===== src/rtl/dma_pkg.sv =====
package dma_pkg;

    typedef enum logic [1:0] {
        MV_IDLE  = 2'd0,
        MV_LOAD  = 2'd1,
        MV_STORE = 2'd2
    } mv_state_t;

    // control word; packed order gives bit 0 = run, 1 = periph, 3:2 = size, 4 = irq enable
    typedef struct packed {
        logic       irq_en;
        logic [1:0] size;
        logic       periph;
        logic       run;
    } ctrl_t;

    localparam logic [3:0] FLD_SRC  = 4'd0;
    localparam logic [3:0] FLD_DST  = 4'd1;
    localparam logic [3:0] FLD_CNT  = 4'd2;
    localparam logic [3:0] FLD_CTRL = 4'd3;
    localparam logic [3:0] FLD_STAT = 4'd4;

    function automatic logic [3:0] unit_bytes(input logic [1:0] code);
        return 4'd1 << code;
    endfunction

endpackage


===== src/rtl/dma_channel.sv =====
module dma_channel
    import dma_pkg::*;
#(
    parameter int AW = 32,
    parameter int CW = 16
) (
    input  logic          clk,
    input  logic          rst,
    input  logic          wr_en,
    input  logic [3:0]    wr_field,
    input  logic [31:0]   wr_data,
    input  logic          run_ok,
    input  logic          preq,
    input  logic          unit_done,
    output logic [AW-1:0] src,
    output logic [AW-1:0] dst,
    output logic [CW-1:0] cnt,
    output ctrl_t         ctrl,
    output logic          done,
    output logic          want
);

    logic          cnt_zero;
    logic          zero_end;
    logic [AW-1:0] step;

    assign cnt_zero = (cnt == '0);
    assign zero_end = ctrl.run && run_ok && cnt_zero;
    assign step     = AW'(unit_bytes(ctrl.size));
    assign want     = ctrl.run && run_ok && !cnt_zero && (!ctrl.periph || preq);

    always_ff @(posedge clk) begin
        if (rst) begin
            src  <= '0;
            dst  <= '0;
            cnt  <= '0;
            ctrl <= '0;
            done <= 1'b0;
        end else begin
            if (wr_en) begin
                case (wr_field)
                    FLD_SRC:  src  <= wr_data[AW-1:0];
                    FLD_DST:  dst  <= wr_data[AW-1:0];
                    FLD_CNT:  cnt  <= wr_data[CW-1:0];
                    FLD_CTRL: ctrl <= ctrl_t'(wr_data[4:0]);
                    FLD_STAT: if (wr_data[0]) done <= 1'b0;
                    default: ;
                endcase
            end
            if (unit_done) begin
                src <= src + step;
                dst <= dst + step;
                cnt <= cnt - CW'(1);
                if (cnt == CW'(1)) begin
                    done     <= 1'b1;
                    ctrl.run <= 1'b0;
                end
            end else if (zero_end) begin
                done     <= 1'b1;
                ctrl.run <= 1'b0;
            end
        end
    end

endmodule


===== src/rtl/dma_arbiter.sv =====
module dma_arbiter #(
    parameter int NCH = 4,
    localparam int CHW = (NCH > 1) ? $clog2(NCH) : 1
) (
    input  logic [NCH-1:0] want,
    output logic           any,
    output logic [CHW-1:0] idx
);

    always_comb begin
        any = 1'b0;
        idx = '0;
        for (int i = NCH - 1; i >= 0; i--) begin
            if (want[i]) begin
                any = 1'b1;
                idx = CHW'(i);
            end
        end
    end

endmodule


===== src/rtl/dma_mover.sv =====
module dma_mover
    import dma_pkg::*;
#(
    parameter int NCH = 4,
    parameter int AW  = 32,
    parameter int DW  = 64,
    localparam int CHW = (NCH > 1) ? $clog2(NCH) : 1
) (
    input  logic           clk,
    input  logic           rst,
    input  logic           start,
    input  logic [CHW-1:0] start_ch,
    input  logic [AW-1:0]  start_src,
    input  logic [AW-1:0]  start_dst,
    input  logic [1:0]     start_size,
    output logic           ld_req,
    output logic [AW-1:0]  ld_addr,
    output logic [1:0]     ld_size,
    input  logic           ld_ack,
    input  logic [DW-1:0]  ld_data,
    output logic           st_req,
    output logic [AW-1:0]  st_addr,
    output logic [1:0]     st_size,
    output logic [DW-1:0]  st_data,
    input  logic           st_ack,
    output logic           idle,
    output logic           fin,
    output logic [CHW-1:0] fin_ch
);

    mv_state_t      state;
    logic [CHW-1:0] cur_ch;
    logic [AW-1:0]  cur_src;
    logic [AW-1:0]  cur_dst;
    logic [1:0]     cur_size;
    logic [DW-1:0]  hold;

    always_ff @(posedge clk) begin
        if (rst) begin
            state    <= MV_IDLE;
            cur_ch   <= '0;
            cur_src  <= '0;
            cur_dst  <= '0;
            cur_size <= '0;
            hold     <= '0;
        end else begin
            case (state)
                MV_IDLE: if (start) begin
                    cur_ch   <= start_ch;
                    cur_src  <= start_src;
                    cur_dst  <= start_dst;
                    cur_size <= start_size;
                    state    <= MV_LOAD;
                end
                MV_LOAD: if (ld_ack) begin
                    hold  <= ld_data;
                    state <= MV_STORE;
                end
                MV_STORE: if (st_ack) state <= MV_IDLE;
                default: state <= MV_IDLE;
            endcase
        end
    end

    assign idle    = (state == MV_IDLE);
    assign ld_req  = (state == MV_LOAD);
    assign st_req  = (state == MV_STORE);
    assign ld_addr = cur_src;
    assign st_addr = cur_dst;
    assign ld_size = cur_size;
    assign st_size = cur_size;
    assign st_data = hold;
    assign fin     = st_req && st_ack;
    assign fin_ch  = cur_ch;

endmodule


===== src/rtl/dma_engine.sv =====
module dma_engine
    import dma_pkg::*;
#(
    parameter int NCH = 4,
    parameter int AW  = 32,
    parameter int DW  = 64,
    parameter int CW  = 16
) (
    input  logic           clk,
    input  logic           rst,
    input  logic           reg_wr,
    input  logic [7:0]     reg_addr,
    input  logic [31:0]    reg_wdata,
    output logic [31:0]    reg_rdata,
    input  logic [NCH-1:0] periph_req,
    output logic [NCH-1:0] irq,
    output logic           ld_req,
    output logic [AW-1:0]  ld_addr,
    output logic [1:0]     ld_size,
    input  logic           ld_ack,
    input  logic [DW-1:0]  ld_data,
    output logic           st_req,
    output logic [AW-1:0]  st_addr,
    output logic [1:0]     st_size,
    output logic [DW-1:0]  st_data,
    input  logic           st_ack
);

    localparam int CHW = (NCH > 1) ? $clog2(NCH) : 1;

    logic           master_en;
    logic           nmi_flag;
    logic           run_ok;
    logic [2:0]     sel_raw;
    logic [CHW-1:0] sel_ch;
    logic           sel_ok;

    logic [AW-1:0]  src_a  [NCH];
    logic [AW-1:0]  dst_a  [NCH];
    logic [CW-1:0]  cnt_a  [NCH];
    ctrl_t          ctrl_a [NCH];
    logic [NCH-1:0] done_v;
    logic [NCH-1:0] want_v;

    logic           arb_any;
    logic [CHW-1:0] arb_idx;
    logic           mv_idle;
    logic           mv_fin;
    logic [CHW-1:0] mv_fin_ch;

    assign run_ok  = master_en && !nmi_flag;
    assign sel_raw = reg_addr[6:4];
    assign sel_ch  = sel_raw[CHW-1:0];
    assign sel_ok  = ({1'b0, sel_raw} < 4'(NCH));

    always_ff @(posedge clk) begin
        if (rst) begin
            master_en <= 1'b0;
            nmi_flag  <= 1'b0;
        end else if (reg_wr && reg_addr[7]) begin
            master_en <= reg_wdata[0];
            nmi_flag  <= reg_wdata[1];
        end
    end

    for (genvar g = 0; g < NCH; g++) begin : g_ch
        dma_channel #(.AW(AW), .CW(CW)) u_ch (
            .clk      (clk),
            .rst      (rst),
            .wr_en    (reg_wr && !reg_addr[7] && (sel_raw == 3'(g))),
            .wr_field (reg_addr[3:0]),
            .wr_data  (reg_wdata),
            .run_ok   (run_ok),
            .preq     (periph_req[g]),
            .unit_done(mv_fin && (mv_fin_ch == CHW'(g))),
            .src      (src_a[g]),
            .dst      (dst_a[g]),
            .cnt      (cnt_a[g]),
            .ctrl     (ctrl_a[g]),
            .done     (done_v[g]),
            .want     (want_v[g])
        );
        assign irq[g] = done_v[g] && ctrl_a[g].irq_en;
    end

    dma_arbiter #(.NCH(NCH)) u_arb (
        .want(want_v),
        .any (arb_any),
        .idx (arb_idx)
    );

    dma_mover #(.NCH(NCH), .AW(AW), .DW(DW)) u_mv (
        .clk       (clk),
        .rst       (rst),
        .start     (arb_any),
        .start_ch  (arb_idx),
        .start_src (src_a[arb_idx]),
        .start_dst (dst_a[arb_idx]),
        .start_size(ctrl_a[arb_idx].size),
        .ld_req    (ld_req),
        .ld_addr   (ld_addr),
        .ld_size   (ld_size),
        .ld_ack    (ld_ack),
        .ld_data   (ld_data),
        .st_req    (st_req),
        .st_addr   (st_addr),
        .st_size   (st_size),
        .st_data   (st_data),
        .st_ack    (st_ack),
        .idle      (mv_idle),
        .fin       (mv_fin),
        .fin_ch    (mv_fin_ch)
    );

    always_comb begin
        reg_rdata = '0;
        if (reg_addr[7]) begin
            reg_rdata = {30'd0, nmi_flag, master_en};
        end else if (sel_ok) begin
            case (reg_addr[3:0])
                FLD_SRC:  reg_rdata = 32'(src_a[sel_ch]);
                FLD_DST:  reg_rdata = 32'(dst_a[sel_ch]);
                FLD_CNT:  reg_rdata = 32'(cnt_a[sel_ch]);
                FLD_CTRL: reg_rdata = {27'd0, ctrl_a[sel_ch]};
                FLD_STAT: reg_rdata = {31'd0, done_v[sel_ch]};
                default:  reg_rdata = '0;
            endcase
        end
    end

endmodule


===== config.mk =====
export PLATFORM = sky130hd
export DESIGN_NAME = dma_engine
export DESIGN_NICKNAME = d
export VERILOG_FILES = /design/src/rtl/dma_pkg.sv /design/src/rtl/dma_channel.sv /design/src/rtl/dma_arbiter.sv /design/src/rtl/dma_mover.sv /design/src/rtl/dma_engine.sv
export SDC_FILE = /design/constraint.sdc
export NUM_CORES = 2
export LEC_CHECK = 0
export BUFFER_PORTS_ARGS = -buffer_cell sky130_fd_sc_hd__buf_2
export CAP_MARGIN = 20
export CELL_PAD_IN_SITES_DETAIL_PLACEMENT = 1
export CELL_PAD_IN_SITES_GLOBAL_PLACEMENT = 1
export CORE_ASPECT_RATIO = 0.5
export CORE_UTILIZATION = 28
export CTS_BUF_LIST = sky130_fd_sc_hd__clkbuf_8
export DETAILED_ROUTE_END_ITERATION = 6
export PLACE_DENSITY_LB_ADDON = 0.08
export SLEW_MARGIN = 40
export SYNTH_ARGS = -nofsm -noshare
export SYNTH_HDL_FRONTEND = slang
export SYNTH_SLANG_ARGS = --single-unit

===== constraint.sdc =====
create_clock -name clk -period 15 [get_ports clk]
set_input_delay 4.5 -clock clk [delete_from_list [all_inputs] [get_ports clk]]
set_output_delay 4.5 -clock clk [all_outputs]
set_load 0.05 [all_outputs]

# Word-level counts from Yosys, hierarchy flattened

Cells that the tools add are included.
Widths: inputs -> output; s select.

Add/subtract/negate cells: 12
Multiply operators: 0
Divide/modulo/power cells: 0
$lt $le $gt $ge: 4
Eq/ne operators: 19
Shift operators: 4
Muxes and demuxes: 109
Bitwise operators: 2
Reduce and logical (&&, ||, !) cells: 89

Operators by type and width:

| cell                  | count |
|---|---|
| $mux 32               | 28 |
| $add 32x4->32         | 8 |
| $bmux 32 s2           | 4 |
| $mux 16               | 11 |
| $pmux 32 s5           | 1 |
| $eq 16x1->1 const B   | 4 |
| $logic_not 16->1      | 4 |
| $sub 16x1->16 const B | 4 |
| $mux 1                | 49 |
| $reduce_and 2->1      | 18 |
| $bmux 16 s2           | 1 |
| $logic_and 1x1->1     | 32 |
| $reduce_bool 2->1     | 16 |
| $bmux 5 s2            | 2 |
| $shl 1x2->4 const A   | 4 |
| $mux 2                | 7 |
| $logic_not 1->1       | 10 |
| $mux 5                | 2 |
| $eq 4x2->1 const B    | 2 |
| $mux 4                | 2 |
| $eq 2x2->1 const B    | 3 |
| $eq 3x2->1 const B    | 2 |
| $ge 3x3->1 const B    | 2 |
| $not 2->3             | 2 |
| other kinds (15)      | 21 |

Bits in registers: 480
Bits in latches: 0
Bits in writable memories: 0
ROM bits: 0
Input port bits: 113
Output and inout bits: 170
Logic and storage cells: 279
Memories kept: 0

# Longest topological paths before layout

Depth in word-level cells: 13
Depth in mapped cells: 11
Gate-level depth less buffers: 10

# Modules after synthesis

A second synthesis with hierarchy kept.

Cells, all modules: 3627
Area, all modules: 31371.3 µm²

By module, submodules not included:

| module      | times used | cells an instance | area an instance (µm²) |
|---|---|---|---|
| dma_channel | 4          | 678               | 5215.0 |
| dma_mover   | 1          | 587               | 6049.6 |
| dma_engine  | 1          | 321               | 4426.7 |
| dma_arbiter | 1          | 7                 | 35.0 |

# Worst setup path after synthesis

No wires, ideal clock.

Kind: input port to output port
Start point: in reg_addr[5]
End point: out reg_rdata[20]
Arrival time: 7082 ps
Path slack: 3418 ps
Stages on the path: 7
Path buffers: 4
Path through: clkbuf_1 > clkbuf_1 > buf_1 > buf_2 > mux4_2 > a22oi_1 > nor2_1

Word-level cells in the longest chain between the ends: 7
Elaborated cells on any way between the ends: 11
Those cells by class: order compare: 1; mux: 9; bitwise: 1

Ends and longest elaborated chain:

| what                                            | line                                 | RTL |
|---|---|---|
| start, declared                                 | dma_engine.sv:12                     | `input logic [7:0] reg_addr,` |
| $not 2->3 (implied by the code)                 | dma_engine.sv:121, dma_engine.sv:122 |  |
| $bmux 32 s2, on equally long branches           | dma_engine.sv:122, dma_engine.sv:121 |  |
| $mux 32, on equally long branches (2 in series) | dma_engine.sv:122, dma_engine.sv:121 |  |
| $pmux 32 s5                                     | dma_engine.sv:120                    | `case (reg_addr[3:0])` |
| $mux 32 *                                       | dma_engine.sv:119                    | `end else if (sel_ok) begin` |
| $mux 32 *                                       | dma_engine.sv:117                    | `if (reg_addr[7]) begin` |
| end, declared                                   | dma_engine.sv:14                     | `output logic [31:0] reg_rdata,` |

Mark *: on every way between the ends. The rest lies on a longest branch, timed or not. The select of a mux whose other input is x is not followed.

# Worst setup path after layout

Start point: in reg_addr[5]
End point: out reg_rdata[0]

Word-level cells in the longest chain between the ends: 7
Elaborated cells on any way between the ends: 19
Those cells by class: order compare: 1; mux: 17; bitwise: 1

Ends and longest elaborated chain:

| what                                                               | line              | RTL |
|---|---|---|
| $not 2->3 (implied by the code)                                    | -                 |  |
| $bmux 5 s2 (tied with other cells)                                 | dma_engine.sv:124 | `FLD_CTRL: reg_rdata = {27'd0, ctrl_a[sel_ch]};` |
| $mux 5 (implied by the code) (tied with other cells) (2 in series) | dma_engine.sv:124 |  |
| $pmux 32 s5                                                        | dma_engine.sv:120 |  |
| $mux 32 *                                                          | dma_engine.sv:119 |  |
| $mux 32 *                                                          | dma_engine.sv:117 |  |

Marked as above.

==> metrics <==
status complete, no violations; Synth area leader dfxtp_1; vias 31600; 1st-iter DRT viols 3300; hold_sp u_mv.st_data[44]; RSZ-0062 raised after global routing no; Slew Viols, Final 0; Vias/cell 6.15; Post-CTS Setup Repair Bufs 0; Layout Area Growth over Synthesis 15.3%; Mapped Nets 3734; crit path from reg_addr[5]; Post-DP HPWL 116000 um; Worst Path Max Fanout 57; core area 101000 sq um; total track usage 30.7%; Max-slew headroom 35.3%; worst setup path category input port to output pin; root buffer selected by CTS clkbuf_8; final antenna-violating net count 0; worst reg-to-reg path cell count 9; critical path capture point type output pin; Cells after Synth 3580; Die Y 228 um; count leader, synth dfxtp_1; Tightest Pin Transition 970 ps; pwr dens 83.9 nW/um^2; arrival time worst endpoint 7220 ps; Max Root-Sink Buffers 3; top cell types by occurrence after synthesis 480 x dfxtp_1, 387 x nand2_1, 370 x nor2_1; GRT overflow 0; Setup crit end reg_rdata[0]; CTS tree yes; CP peak stage delay 680 ps; asr flop ratio synth 0%; average wire per standard cell 31.7 um; pin count of the biggest net entering global routing 75; Setup Skew 45.6 ps; Post-CTS Resized 0; Post-synth EDFFs 0; Die Wd 454 um; reg-to-reg slack, setup 10950 ps; H-tree depth 3; Syn Area/Cell 7.99 sq um; reg2reg start g_ch[1].u_ch.cnt[4]; RD Place Congestion 0.947; Max-Cap Viols 0; initial core utilization 28.4%; Final setup viols 0; TritonCTS Buffers 85; share of Yosys cell area claimed by the top area cell type 33.6%; Critical Path Start Type input port; # IOs 283; Fin. Hold Viols 0; Synth Register Bits 480; layout cells sized above 1 16.9%; DP Cell Count 4973; Final period util 78.1%; # hold bufs at CTS 0; Worst R2R End u_mv.ld_addr[31]; vias in the first global route 30300; Seq/Total Area, Yosys 33.6%; DRC viols 0; Warnings, synthesis 0; # port buffers 282; clock tree sinks 480; clock slew at reported path FFs 60 ps; first-pass GRT wire length 230000 um; CP Data Required Time 10500 ps; final wirelength 163000 um; Hold Crit Class flop to flop; Leak 12.0 nW; Final nets 3870; slowest stage cell on the critical path clkbuf_8; Peak VDD IR 0.0454 mV; fmax 85.3 MHz; die area 104000 sq um; Setup Total Neg Slack 0 ps; FP Rows 82; worst skew pair latency 810 ps; Mapped Area 28600 sq um; Period minus WS final 11720 ps; post-synth cell types 79; ranking of synthesized cells by area dfxtp_1 34%, mux4_2 6.8%, a21oi_1 5.9%; Synth Flop Type dfxtp_1; TritonRoute pass-1 iters 5; crit-path cells buf_6, clkbuf_8, mux4_2, mux2i_1, nor2_1, a31oi_1, o22ai_1, a32o_1, buf_2; initial antenna violation count 27; Final Non-Filler Cells 5133
routing by layer:
metal | routed length (um) | vias to the layer above | track usage [%]
met5 | 14 | - | 0
met4 | 4930 | 2 | 9.29
met3 | 17000 | 264 | 8.71
met2 | 65800 | 1429 | 43.1
met1 | 75200 | 16200 | 44.7
li1 | - | 13700 | -
worst max-delay path: cells and delay by family:
kind / cells / cell delay, ps
buf+inv: 3 / 1260
compound gates: 3 / 570
simple gates: 1 / 50
mux: 2 / 740
cells in the final DEF (no fill, tap or decap), drive strengths merged, types with 86 or more instances in the layout:
cell type	Yosys	routed
a21oi	338	338
buf	55	347
nand2	387	387
mux4	86	86
a211oi	98	98
dfxtp	480	480
nor3	120	120
nor2	370	370
nand3	120	120
o21ai	195	195
clkbuf	244	111
how the worst min path moves through the flow:
stage	to	slack, ps	cells past startpoint
CTS	u_mv.st_data[44]	450	2
global route	u_mv.st_data[44]	470	2
floorplan	g_ch[2].u_ch.ctrl[4]	440	2
finish	u_mv.st_data[44]	450	2
global placement	u_mv.st_data[42]	440	2
detailed placement	u_mv.st_data[44]	450	2
cell type report:
type / count / area [sq um]
sequential: 480 / 9610
clock buffer: 110 / 1510
antenna: 7 / 17.5
fill: 12100 / 67800
inverter: 50 / 188
multi-input combinational: 2751 / 17800
tap: 1344 / 1680
timing repair buffer: 348 / 1980
clock inverter: 43 / 230
state kept, by name, indices dropped and copies added (netlist names):
| signal | cells |
|---|---|
| g_ch.u_ch.dst | 128 |
| g_ch.u_ch.src | 128 |
| g_ch.u_ch.cnt | 64 |
| u_mv.st_data | 64 |
| u_mv.ld_addr | 32 |
| u_mv.st_addr | 32 |
| g_ch.u_ch.ctrl | 20 |
| g_ch.u_ch.done | 4 |
| u_mv.fin_ch | 2 |
| u_mv.ld_size | 2 |
| u_mv.state | 2 |
| master_en | 1 |
| nmi_flag | 1 |
power by group:
group          internal, W  switching (W)  leakage, nW
sequential         0.00128     0.00000425         3.86
combinational    0.0000323       0.000107         7.16
clock             0.000675       0.000673         1.01
total              0.00198       0.000784         12.0
cell families (layout without fill, tap and decap cells):
group / after synthesis / count (layout) / share of synthesized area, %
AO/OA/AOI/OAI: 1112 / 1112 / 25.6
XOR/XNOR: 45 / 45 / 1.38
adder cells (fa/ha/maj): 48 / 48 / 2.04
buffers and inverters: 349 / 551 / 5.05
flip-flops: 480 / 480 / 33.6
multiplexers: 146 / 146 / 8.93
other: 0 / 7 / 0
AND/OR/NAND/NOR: 1400 / 1400 / 23.5
metrics by stage:
stage / worst slack (ps) / util (%) / power (W) / hold slack [ps] / instance area [sq um]
after floorplan: 3420 / - / 0.00137 / 442 / 28600
after global placement: 2990 / 30.9 / 0.00144 / 439 / 31100
after global routing: 3060 / 32.7 / 0.00286 / 474 / 33000
final: 3280 / 32.7 / 0.00277 / 453 / 33000
after CTS: 3220 / 32.7 / 0.00280 / 453 / 32900
after detailed placement: 3220 / 31.0 / 0.00144 / 445 / 31200
Power figures use the tool's default switching activity.
